===== config.mk =====
export PLATFORM = sky130hd
export DESIGN_NAME = pwr_irq_ctrl
export DESIGN_NICKNAME = d
export VERILOG_FILES = /design/src/rtl/pwrirq_pkg.sv /design/src/rtl/irq_regs.sv /design/src/rtl/pm_fsm.sv /design/src/rtl/pwr_irq_ctrl.sv
export SDC_FILE = /design/constraint.sdc
export NUM_CORES = 1
export LEC_CHECK = 0
export CAP_MARGIN = 40
export CORE_MARGIN = 3
export CORE_UTILIZATION = 61
export DETAILED_ROUTE_END_ITERATION = 16
export DONT_BUFFER_PORTS = 1
export GPL_TIMING_DRIVEN = 1
export PLACE_DENSITY_LB_ADDON = 0.1
export SETUP_SLACK_MARGIN = 0.15
export SLEW_MARGIN = 10
export SYNTH_ARGS = -nofsm -noshare
export SYNTH_HDL_FRONTEND = slang
export SYNTH_SLANG_ARGS = --single-unit

===== constraint.sdc =====
create_clock -name clk -period 1.6 [get_ports clk]
set_input_delay 0.32 -clock clk [delete_from_list [all_inputs] [get_ports clk]]
set_output_delay 0.32 -clock clk [all_outputs]
set_load 0.005 [all_outputs]

===== src/rtl/pwrirq_pkg.sv =====
`timescale 1ns/1ps
package pwrirq_pkg;
    typedef enum logic [1:0] {
        MODE_NORMAL = 2'd0,
        MODE_HALT   = 2'd1,
        MODE_STOP   = 2'd2
    } pm_mode_e;

    localparam logic [1:0] REG_ENABLE = 2'd0;
    localparam logic [1:0] REG_FLAG   = 2'd1;
    localparam logic [1:0] REG_MASTER = 2'd2;
    localparam logic [1:0] REG_MODE   = 2'd3;
endpackage


===== src/rtl/irq_regs.sv =====
`timescale 1ns/1ps
module irq_regs
    import pwrirq_pkg::*;
#(
    parameter int SRC_W = 14
) (
    input  logic             clk,
    input  logic             rst_n,
    input  logic             wr_en,
    input  logic [1:0]       wr_addr,
    input  logic [SRC_W-1:0] wr_bits,
    input  logic             wr_bit0,
    input  logic [SRC_W-1:0] src_pulse,
    output logic [SRC_W-1:0] enable_q,
    output logic [SRC_W-1:0] flag_q,
    output logic             master_q
);
    logic             en_wr, flag_wr, mst_wr;
    logic [SRC_W-1:0] clr_mask;

    always_comb begin
        en_wr    = wr_en && (wr_addr == REG_ENABLE);
        flag_wr  = wr_en && (wr_addr == REG_FLAG);
        mst_wr   = wr_en && (wr_addr == REG_MASTER);
        clr_mask = flag_wr ? wr_bits : '0;
    end

    always_ff @(posedge clk or negedge rst_n) begin
        if (!rst_n) begin
            enable_q <= '0;
            flag_q   <= '0;
            master_q <= 1'b0;
        end else begin
            if (en_wr)  enable_q <= wr_bits;
            if (mst_wr) master_q <= wr_bit0;
            flag_q <= (flag_q & ~clr_mask) | src_pulse;
        end
    end

    // a source pulse always lands in the flag register
    p_set_wins_r3: assert property (@(posedge clk) disable iff (!rst_n)
        (src_pulse != '0) |=> ((flag_q & $past(src_pulse)) == $past(src_pulse)));

    // acknowledged bits are cleared when no pulse arrives
    p_w1c_r3: assert property (@(posedge clk) disable iff (!rst_n)
        (flag_wr && src_pulse == '0) |=> ((flag_q & $past(wr_bits)) == '0));
endmodule


===== src/rtl/pm_fsm.sv =====
`timescale 1ns/1ps
module pm_fsm
    import pwrirq_pkg::*;
#(
    parameter int DATA_W = 16
) (
    input  logic              clk,
    input  logic              rst_n,
    input  logic              mode_wr,
    input  logic [DATA_W-1:0] mode_wdata,
    input  logic              any_pending,
    input  logic              key_pending,
    output pm_mode_e          mode_q,
    output logic              cpu_run,
    output logic              dma_run,
    output logic              timer_en
);
    localparam logic [DATA_W-1:0] REQ_HALT = DATA_W'(1);
    localparam logic [DATA_W-1:0] REQ_STOP = DATA_W'(2);

    pm_mode_e mode_d;

    // next-state decision
    always_comb begin
        mode_d = mode_q;
        unique case (mode_q)
            MODE_NORMAL: begin
                if (mode_wr && mode_wdata == REQ_HALT && !any_pending)
                    mode_d = MODE_HALT;
                else if (mode_wr && mode_wdata == REQ_STOP && !key_pending)
                    mode_d = MODE_STOP;
            end
            MODE_HALT:   if (any_pending) mode_d = MODE_NORMAL;
            MODE_STOP:   if (key_pending) mode_d = MODE_NORMAL;
            default:     mode_d = MODE_NORMAL;
        endcase
    end

    // state register
    always_ff @(posedge clk or negedge rst_n) begin
        if (!rst_n) mode_q <= MODE_NORMAL;
        else        mode_q <= mode_d;
    end

    // outputs from state
    always_comb begin
        cpu_run  = 1'b0;
        dma_run  = 1'b0;
        timer_en = 1'b0;
        unique case (mode_q)
            MODE_NORMAL: begin cpu_run = 1'b1; dma_run = 1'b1; timer_en = 1'b1; end
            MODE_HALT:   begin dma_run = 1'b1; timer_en = 1'b1; end
            MODE_STOP:   ;
            default:     ;
        endcase
    end

    // halt parks only the processor
    p_halt_gating_r4: assert property (@(posedge clk) disable iff (!rst_n)
        (mode_q == MODE_HALT) |-> (!cpu_run && dma_run && timer_en));

    // stop freezes every consumer
    p_stop_gating_r6: assert property (@(posedge clk) disable iff (!rst_n)
        (mode_q == MODE_STOP) |-> (!cpu_run && !dma_run && !timer_en));

    // any enabled pending flag ends halt one edge later
    p_halt_wake_r5: assert property (@(posedge clk) disable iff (!rst_n)
        (mode_q == MODE_HALT && any_pending) |=> (mode_q == MODE_NORMAL));

    // without the keypad condition stop persists
    p_stop_hold_r7: assert property (@(posedge clk) disable iff (!rst_n)
        (mode_q == MODE_STOP && !key_pending) |=> (mode_q == MODE_STOP));

    // a request whose wake condition already holds changes nothing
    p_refuse_halt_r8: assert property (@(posedge clk) disable iff (!rst_n)
        (mode_q == MODE_NORMAL && any_pending) |=> (mode_q != MODE_HALT));
endmodule


===== src/rtl/pwr_irq_ctrl.sv =====
`timescale 1ns/1ps
module pwr_irq_ctrl
    import pwrirq_pkg::*;
#(
    parameter int SRC_W   = 14,
    parameter int KEY_BIT = 12,
    parameter int DATA_W  = 16
) (
    input  logic              clk,
    input  logic              rst_n,
    input  logic              wr_en,
    input  logic [1:0]        wr_addr,
    input  logic [DATA_W-1:0] wr_data,
    input  logic [1:0]        rd_addr,
    output logic [DATA_W-1:0] rd_data,
    input  logic [SRC_W-1:0]  irq_src,
    output logic              irq_line,
    output logic              cpu_run,
    output logic              dma_run,
    output logic              timer_tick_enable
);
    localparam int PAD_W = DATA_W - SRC_W;

    logic [SRC_W-1:0] enable_q, flag_q, live;
    logic             master_q, any_pending, key_pending;
    pm_mode_e         mode_q;

    irq_regs #(.SRC_W(SRC_W)) u_regs (
        .clk       (clk),
        .rst_n     (rst_n),
        .wr_en     (wr_en),
        .wr_addr   (wr_addr),
        .wr_bits   (wr_data[SRC_W-1:0]),
        .wr_bit0   (wr_data[0]),
        .src_pulse (irq_src),
        .enable_q  (enable_q),
        .flag_q    (flag_q),
        .master_q  (master_q)
    );

    always_comb begin
        live        = enable_q & flag_q;
        any_pending = |live;
        key_pending = live[KEY_BIT];
        irq_line    = master_q && any_pending;
    end

    pm_fsm #(.DATA_W(DATA_W)) u_fsm (
        .clk         (clk),
        .rst_n       (rst_n),
        .mode_wr     (wr_en && (wr_addr == REG_MODE)),
        .mode_wdata  (wr_data),
        .any_pending (any_pending),
        .key_pending (key_pending),
        .mode_q      (mode_q),
        .cpu_run     (cpu_run),
        .dma_run     (dma_run),
        .timer_en    (timer_tick_enable)
    );

    always_comb begin
        unique case (rd_addr)
            REG_ENABLE: rd_data = {{PAD_W{1'b0}}, enable_q};
            REG_FLAG:   rd_data = {{PAD_W{1'b0}}, flag_q};
            REG_MASTER: rd_data = {{(DATA_W-1){1'b0}}, master_q};
            default:    rd_data = {{(DATA_W-2){1'b0}}, mode_q};
        endcase
    end

    // with the master switch clear no request reaches the processor
    p_master_gate_r2: assert property (@(posedge clk) disable iff (!rst_n)
        !master_q |-> !irq_line);
endmodule


=== Word-level counts from Yosys, hierarchy flattened ===
Index checks and enable logic that the tools add are counted.

* Register bits: 31
* Bits of input ports: 37
* Output and inout port bits: 20
* Word-level logic and storage cells: 46

* Eq/ne operators: 12
* Multiplexer cells: 9
* Bitwise gates (word level): 4
* Reduce and logical (&&, ||, !) cells: 17

{| class="wikitable"
|+ Operator list
! kind !! count
|-
| $pmux W14 S3 || 1
|-
| $and A14 B14 Y14 || 2
|-
| $eq A16 B1 Y1 const B || 1
|-
| $eq A16 B2 Y1 const B || 1
|-
| $mux W14 || 1
|-
| $not A14 Y14 || 1
|-
| $or A14 B14 Y14 || 1
|-
| $reduce_or A14 Y1 || 1
|-
| $logic_and A1 B1 Y1 || 9
|-
| $eq A2 B2 Y1 const B || 4
|-
| $mux W2 || 4
|-
| $eq A2 B1 Y1 const B || 3
|-
| $logic_not A2 Y1 || 3
|-
| $pmux W2 S3 || 1
|-
| $ne A3 B1 Y1 const B || 1
|-
| $reduce_and A3 Y1 || 1
|-
| $logic_not A1 Y1 || 2
|-
| $mux W1 || 2
|-
| $ne A2 B1 Y1 const B || 1
|-
| $ne A2 B2 Y1 const B || 1
|-
| $reduce_or A2 Y1 || 1
|}

=== Logic depth before layout (Yosys ltp) ===
Gate-level depths: netlist of the first run.

* Depth after elaboration: 7
* Mapped depth: 5

=== Cells and area by module ===
A second synthesis of the first run with hierarchy kept.

* Cell total of the unflattened synthesis: 156
* Area total of the unflattened synthesis: 1,659.1 µm²

{| class="wikitable"
|+ Modules (own cells, without submodules)
! module !! times used !! cells each !! area an instance (µm²)
|-
| irq_regs || 1 || 92 || 1,149.9
|-
| pwr_irq_ctrl || 1 || 46 || 352.8
|-
| pm_fsm || 1 || 18 || 156.4
|}

=== Least setup slack after synthesis of the first run ===
OpenSTA, ideal clock, no wires.

* Kind: input to register
* Start: in wr_data[8]
* End: reg u_fsm.mode_q[1]
* Arrival time: 1,396 ps
* Slack: 110 ps
* Cell stages on the path: 4
* Buffers on the path: 0
* Cells stage by stage: nor4_1 nand3_1 or4b_1 a221oi_2

* Word-level cells in the longest chain between the ends: 5

{| class="wikitable"
|+ Ends and longest elaborated chain
! item !! RTL line !! RTL
|-
| start, declared || pwr_irq_ctrl.sv:13 || <nowiki>input logic [DATA_W-1:0] wr_data,</nowiki>
|-
| $eq A16 B2 Y1 / $eq A16 B1 Y1 (equally long branches) || pm_fsm.sv:30, pm_fsm.sv:28 ||
|-
| $logic_and A1 B1 Y1 (on tied branches) (2 in a row) || pm_fsm.sv:30, pm_fsm.sv:28 ||
|-
| $ne A3 B1 Y1 (no line) / $mux W2 (equally long branches) || n/a ||
|-
| $reduce_and A3 Y1 (no line) / $pmux W2 S3 (equally long branches) || n/a ||
|-
| end signal, assigned || pm_fsm.sv:42 || <nowiki>else mode_q <= mode_d;</nowiki>
|-
| end, declared || pm_fsm.sv:13 || <nowiki>output pm_mode_e mode_q,</nowiki>
|}

Parallel ways exist; a longest one is shown, timed or not.
A chain may end at the register's enable or synchronous reset.

=== Final worst setup path of the first run ===
* Start: reg u_regs.flag_q[8]
* End: out irq_line

* Word-level cells in the longest chain between the ends: 3

{| class="wikitable"
|+ Ends and longest elaborated chain
! item !! RTL line !! RTL
|-
| start, declared || irq_regs.sv:15 || <nowiki>output logic [SRC_W-1:0] flag_q,</nowiki>
|-
| start signal, assigned || irq_regs.sv:36 || <nowiki>flag_q <= (flag_q & ~clr_mask) | src_pulse;</nowiki>
|-
| $and A14 B14 Y14 || pwr_irq_ctrl.sv:42 || <nowiki>live = enable_q & flag_q;</nowiki>
|-
| $reduce_or A14 Y1 || pwr_irq_ctrl.sv:43 || <nowiki>any_pending = |live;</nowiki>
|-
| $logic_and A1 B1 Y1 || pwr_irq_ctrl.sv:45 || <nowiki>irq_line = master_q && any_pending;</nowiki>
|-
| end, declared || pwr_irq_ctrl.sv:17 || <nowiki>output logic irq_line,</nowiki>
|}

No other way between the ends.

==> results of run 1 <==
-- state kept, by name, indices dropped and copies added (netlist names) --
signal	cells
u_regs.master_q	1
u_regs.enable_q	14
u_regs.flag_q	14
u_fsm.mode_q	2
-- cells in the final DEF (no fill, tap or decap), types with 2 or more instances in the layout --
master and instances:
a21o_1 14, a22oi_2 7, buf_4 16, buf_6 6
clkbuf_1 2, clkbuf_4 5, conb_1 2, dfrtp_1 31
inv_1 2, mux2_2 14, mux2i_1 13, nand2_1 17
nand3_1 3, nor2_1 14, nor4_1 3
-- synth_stat cells --
master / number / share of area
nor4b_2: 1 / 0.0097
nor3b_1: 1 / 0.0048
inv_1: 2 / 0.0048
nor3_1: 2 / 0.0065
conb_1: 1 / 0.0024
clkbuf_1: 3 / 0.0073
nand2_1: 18 / 0.044
or4b_1: 1 / 0.0065
o21ai_0: 2 / 0.0065
nor4_1: 3 / 0.012
a22oi_1: 7 / 0.034
a221oi_2: 1 / 0.0097
a21o_1: 14 / 0.068
nor2b_1: 1 / 0.0040
mux2i_1: 13 / 0.084
buf_2: 1 / 0.0032
nand3b_1: 1 / 0.0048
dfrtp_1: 31 / 0.50
mux2_2: 14 / 0.10
buf_4: 4 / 0.019
mux4_2: 1 / 0.015
o211a_1: 1 / 0.0065
nand3_1: 4 / 0.013
nor2_1: 14 / 0.034
-- metal layers --
metal  routed length [µm]  part of all wire  track usage  vias to the layer above
met2                 2030              0.52        0.439                       45
li1                     -                 -            -                      549
met5                    0                 0            0                        -
met1                 1580              0.40        0.305                      631
met4                  100             0.025        0.105                        0
met3                  218             0.055       0.0759                       11
-- power breakdown --
group          internal [mW]  switching [mW]
sequential             0.867          0.0795
clock                  0.171           0.263
combinational          0.201           0.143
-- per-stage QoR --
stage                     hold slack, ps  cells
after floorplan                     24.4    142
after global placement              25.1    165
after detailed placement            25.4    165
after CTS                           61.6    189
after global routing                59.1    194
final                               67.2    194
-- path summary, 6_finish.rpt --
check,startpoint,end,slack (ps),cells past startpoint
worst max-delay path,u_regs.flag_q[8],irq_line,-130,4
worst min register to register,u_regs.flag_q[5],u_regs.flag_q[5],530,1
worst min-delay path,irq_src[6],u_regs.flag_q[6],70,1
max in group asynchronous,rst_n,u_regs.flag_q[9],1000,2
min in group asynchronous,rst_n,u_fsm.mode_q[0],420,2
worst max register to register,u_regs.flag_q[8],u_fsm.mode_q[0],-50,9
-- area by class of cell --
| cell class | count | area, µm² | area share |
|---|---|---|---|
| Multi-Input combinational cell | 101 | 785 | 0.419 |
| Sequential cell | 31 | 776 | 0.415 |
| Timing Repair Buffer | 24 | 218 | 0.116 |
| Clock buffer | 7 | 45.0 | 0.0241 |
| Tap cell | 28 | 35.0 | 0.0187 |
| Inverter | 2 | 7.51 | 0.00401 |
| Clock inverter | 1 | 5.00 | 0.00268 |
-- cells by family (layout without fill, tap and decap cells) --
logic type	after synthesis	count (layout)	synth area share
simple gates	46	46	0.139
flops	31	31	0.500
mux	28	28	0.200
compound gates	25	25	0.124
buf+inv	10	34	0.0347
other cells	1	2	0.00242
-- critical path: stages, from the launching register on --
cell,delay [ps]
dfrtp_1,410
a22oi_2,220
nand2_1,130
nor3_4,230
nor2b_1,90
-- what timing repair did --
item,CTS,global route
buffers inserted,14,6
hold buffers,2,0
hold endpoints to repair,31,0
setup endpoints to repair,2,4
gates resized for setup,11,7
pin swaps,3,3
==> flow_summary.yaml, run 1 <==
job:
  drv_cap: 0
placed_design:
  gp_congestion: 0.802
  postPlaceCellArea_um2: 1570
  dp_slack_ps: -57.8
  io_buffers: 0
  hpwl_um: 2490
floorplan:
  io_pins: 57
  core_um2: 2320
  die-area_um2: 3180
  row_count: 17
  initial_core_util: 0.669
  die_w_um: 56.4
  die_h_um: 56.4
grt:
  grt_pass1_wl_um: 6220
  grt_max_degree: 32
  grt-ovfl-total: 0
  grt_usage: 0.259
  grt_pass1_vias: 1272
  antenna_found_initial: 0
detailed_routing:
  drc: 0
  routed_wl_um: 3930
  drt_iter0_markers: 43
  first_pass_iters: 4
  wl_per_cell_um: 20.3
  detail-route-antenna-nets: 0
  vias_per_cell: 6.37
  vias: 1236
power_and_ir_drop:
  total_power_mw: 1.72
  ir_worst_vdd_mv: 0.989
  p_per_area_nw_per_um2: 922
  p_leak_nw: 0.785
clock_tree:
  cts_buffers: 5
  insertion_delay_ps: 330
  clkTransAtPathRegs_ps: 100
  htree_levels: 2
  cts_tree: "done"
  cts_root_buffer: "clkbuf_4"
  cts.sinks: 31
  cts_max_path_buffers: 2
logic_synthesis:
  syn_area_um2: 1550
  ys_ff_latch: 31
  syn-instance-count: 141
  ys_types: 24
  ys_seq_area_frac: 0.500
  avgSynthCellArea_um2: 11.0
  ys_warn_count: 0
sta:
  period_share: 1.08
  setup_slack_ps: -133
  timing.setup.tns_ps: -180
  slew_viol_final: 0
  grt_setup_unrepaired: "true"
  finClkSkew_ps: 13.9
  setup_viol: 2
  max_freq_mhz: 577
  hold_viol: 0
  finalCriticalPeriod_ps: 1730
worst_hold_path:
  hold_class: "in2reg"
critical_path:
  crit_path_start_kind: "flip-flop"
  crit_arrival_ps: 1410
  endpoint_kind: "output pin"
  criticalPathCategory: "reg2out"
  crit_fanout: 2
  required_ps: 1280
final_layout:
  num-nets-final: 202
  fin_area_um2: 1870
  antennaDiodeCount: 0
  syn_to_final_growth_pct: 20.6
  drive_gt1_frac: 0.343
  fin_util: 0.807
  n_fill_cell: 153
outcome:
  status: "finished, violations left"
  violations: "negative setup slack"
(Power assumes the default switching activity.)
==> inputs of run 2 (changes only) <==
--- a/config.mk
+++ b/config.mk
@@ -7,11 +7,11 @@
 export LEC_CHECK = 0
 export CAP_MARGIN = 40
 export CORE_MARGIN = 3
-export CORE_UTILIZATION = 61
+export CORE_UTILIZATION = 55
 export DETAILED_ROUTE_END_ITERATION = 16
 export DONT_BUFFER_PORTS = 1
 export GPL_TIMING_DRIVEN = 1
-export PLACE_DENSITY_LB_ADDON = 0.1
+export PLACE_DENSITY = 0.7
 export SETUP_SLACK_MARGIN = 0.15
 export SLEW_MARGIN = 10
 export SYNTH_ARGS = -nofsm -noshare
==> run 2 against run 1 <==
The run still ends with negative setup slack left. Flip-flop and latch count did not move. Clock power about the same. Sequential power is 0.5% lower. Cell count shrank 3.6%. Register-to-register slack improved by 450 ps. Combinational power decreased by 13%. Non-clock buffer count fell by 9. Sequential share of layout area up 2.0 points. Worst hold slack worse by 0.75 ps. Via count decreased by 6.3%. Largest cell class is now flip-flops and latches. Clock-buffer cell count is 2 lower.
==> flow_summary.yaml, run 2 (synthesis gave the netlist of run 1 again) <==
outcome:
  status: "finished, violations left"
  violations: "negative setup slack"
clock_tree:
  cts_root_buffer: "clkbuf_4"
  htree_levels: 2
  cts.sinks: 31
  clkTransAtPathRegs_ps: 90
  cts_tree: "done"
  cts_max_path_buffers: 2
  insertion_delay_ps: 340
  cts_buffers: 5
sta:
  grt_setup_unrepaired: "true"
  setup_slack_ps: -125
  hold_viol: 0
  finClkSkew_ps: 2.59
  whs_ps: 66.5
  finalCriticalPeriod_ps: 1730
  period_share: 1.08
  timing.setup.tns_ps: -125
  max_freq_mhz: 580
  slew_viol_final: 0
  setup_viol: 1
detailed_routing:
  vias: 1158
  routed_wl_um: 3680
  first_pass_iters: 4
  vias_per_cell: 6.19
  drc: 0
  detail-route-antenna-nets: 0
  wl_per_cell_um: 19.7
  drt_iter0_markers: 67
grt:
  grt_max_degree: 32
  grt_pass1_wl_um: 5930
  grt-ovfl-total: 0
  grt_pass1_vias: 1199
  grt_usage: 0.234
  antenna_found_initial: 0
final_layout:
  drive_gt1_frac: 0.299
  mostFrequentLayoutCells: "31 x dfrtp_1, 18 x nand2_1, 14 x nor2_1, 14 x a21o_1, 14 x mux2_2"
  n_fill_cell: 217
  multi_input_area_um2: 772
  fin_util: 0.695
  top_regs: "u_regs.enable_q x14, u_regs.flag_q x14, u_fsm.mode_q x2"
  ff_latch_area_um2: 776
  layout_commonest_cell: "dfrtp_1"
  antennaDiodeCount: 0
  fin_area_um2: 1780
  num-nets-final: 193
  final_cell_count_no_fill: 187
  syn_to_final_growth_pct: 15.0
power_and_ir_drop:
  p_per_area_nw_per_um2: 938
  switching_share: 0.279
  sequentialPowerShare: 0.562
  ir_worst_vdd_mv: 0.684
  p_leak_nw: 0.731
  total_power_mw: 1.67
  power_frac_comb: 0.179
  power.share.clock: 0.259
  internal_power_mw: 1.21
  power_switching_mw: 0.467
placed_design:
  io_buffers: 0
  dp_slack_ps: -105
  dp.cells: 168
  postPlaceCellArea_um2: 1580
  gp_congestion: 0.735
  hpwl_um: 2630
floorplan:
  die_h_um: 59.1
  core_um2: 2570
  row_count: 18
  die_w_um: 59.1
  io_pins: 57
  die-area_um2: 3490
  initial_core_util: 0.604
critical_path:
  criticalPathCategory: "reg2out"
  rrSetupSlack_ps: 400
  crit_fanout: 3
  required_ps: 1280
  crit_path_start_kind: "flip-flop"
  crit_arrival_ps: 1410
  endpoint_kind: "output pin"
job:
  drv_cap: 0
worst_hold_path:
  hold_class: "in2reg"
==> run 2: cell types whose count changed in the layout (fill, tap and decap cells not counted), sizes merged <==
cell | previous run | this run
clkbuf | 7 | 5
buf | 23 | 14
clkinv | 1 | 3
==> run 2: cell type report <==
type,instances,share of cell area
repair buffers,15,0.0778
flip-flops and latches,31,0.435
clock inverters,3,0.00842
multi-input cells,101,0.433
clock buffers,5,0.0210
inverters,2,0.00421
well taps,30,0.0210
==> run 2: worst max-delay path, cell delays in order (launching register included) <==
cell     delay, ps
dfrtp_1        410
a22oi_2        210
nand2_1         90
nor3_2         260
nor2b_1        100
==> run 2: power by group through the flow <==
stage	sequential (mW)	combinational (mW)	clock [mW]
after CTS	0.935	0.282	0.448
after detailed placement	0.951	0.223	0
after global routing	0.954	0.330	0.484
final	0.941	0.299	0.434
after floorplan	0.929	0.203	0
after global placement	0.948	0.218	0
==> run 2: timing repair <==
action                                  4_1_cts  5_1_grt
gates resized for setup                       5        7
hold buffers                                  2        0
endpoints found under the setup margin        2        6
buffers inserted                              8        1
pin swaps                                     4        5
endpoints found under the hold margin        31        0
==> run 2: final timing paths <==
kind	start	to	depth (start not counted)
max	u_regs.flag_q[0]	irq_line	4
min	irq_src[6]	u_regs.flag_q[6]	1
max reg2reg	u_regs.flag_q[0]	u_fsm.mode_q[0]	4
min reg2reg	u_regs.flag_q[13]	u_regs.flag_q[13]	1
max in group asynchronous	rst_n	u_regs.flag_q[5]	2
min in group asynchronous	rst_n	u_regs.flag_q[8]	2
==> run 2: per-layer routing <==
metal,routed length (µm),track usage
met1,1500,0.284
met2,1820,0.379
met3,323,0.0871
met4,38,0.0874
met5,0,0
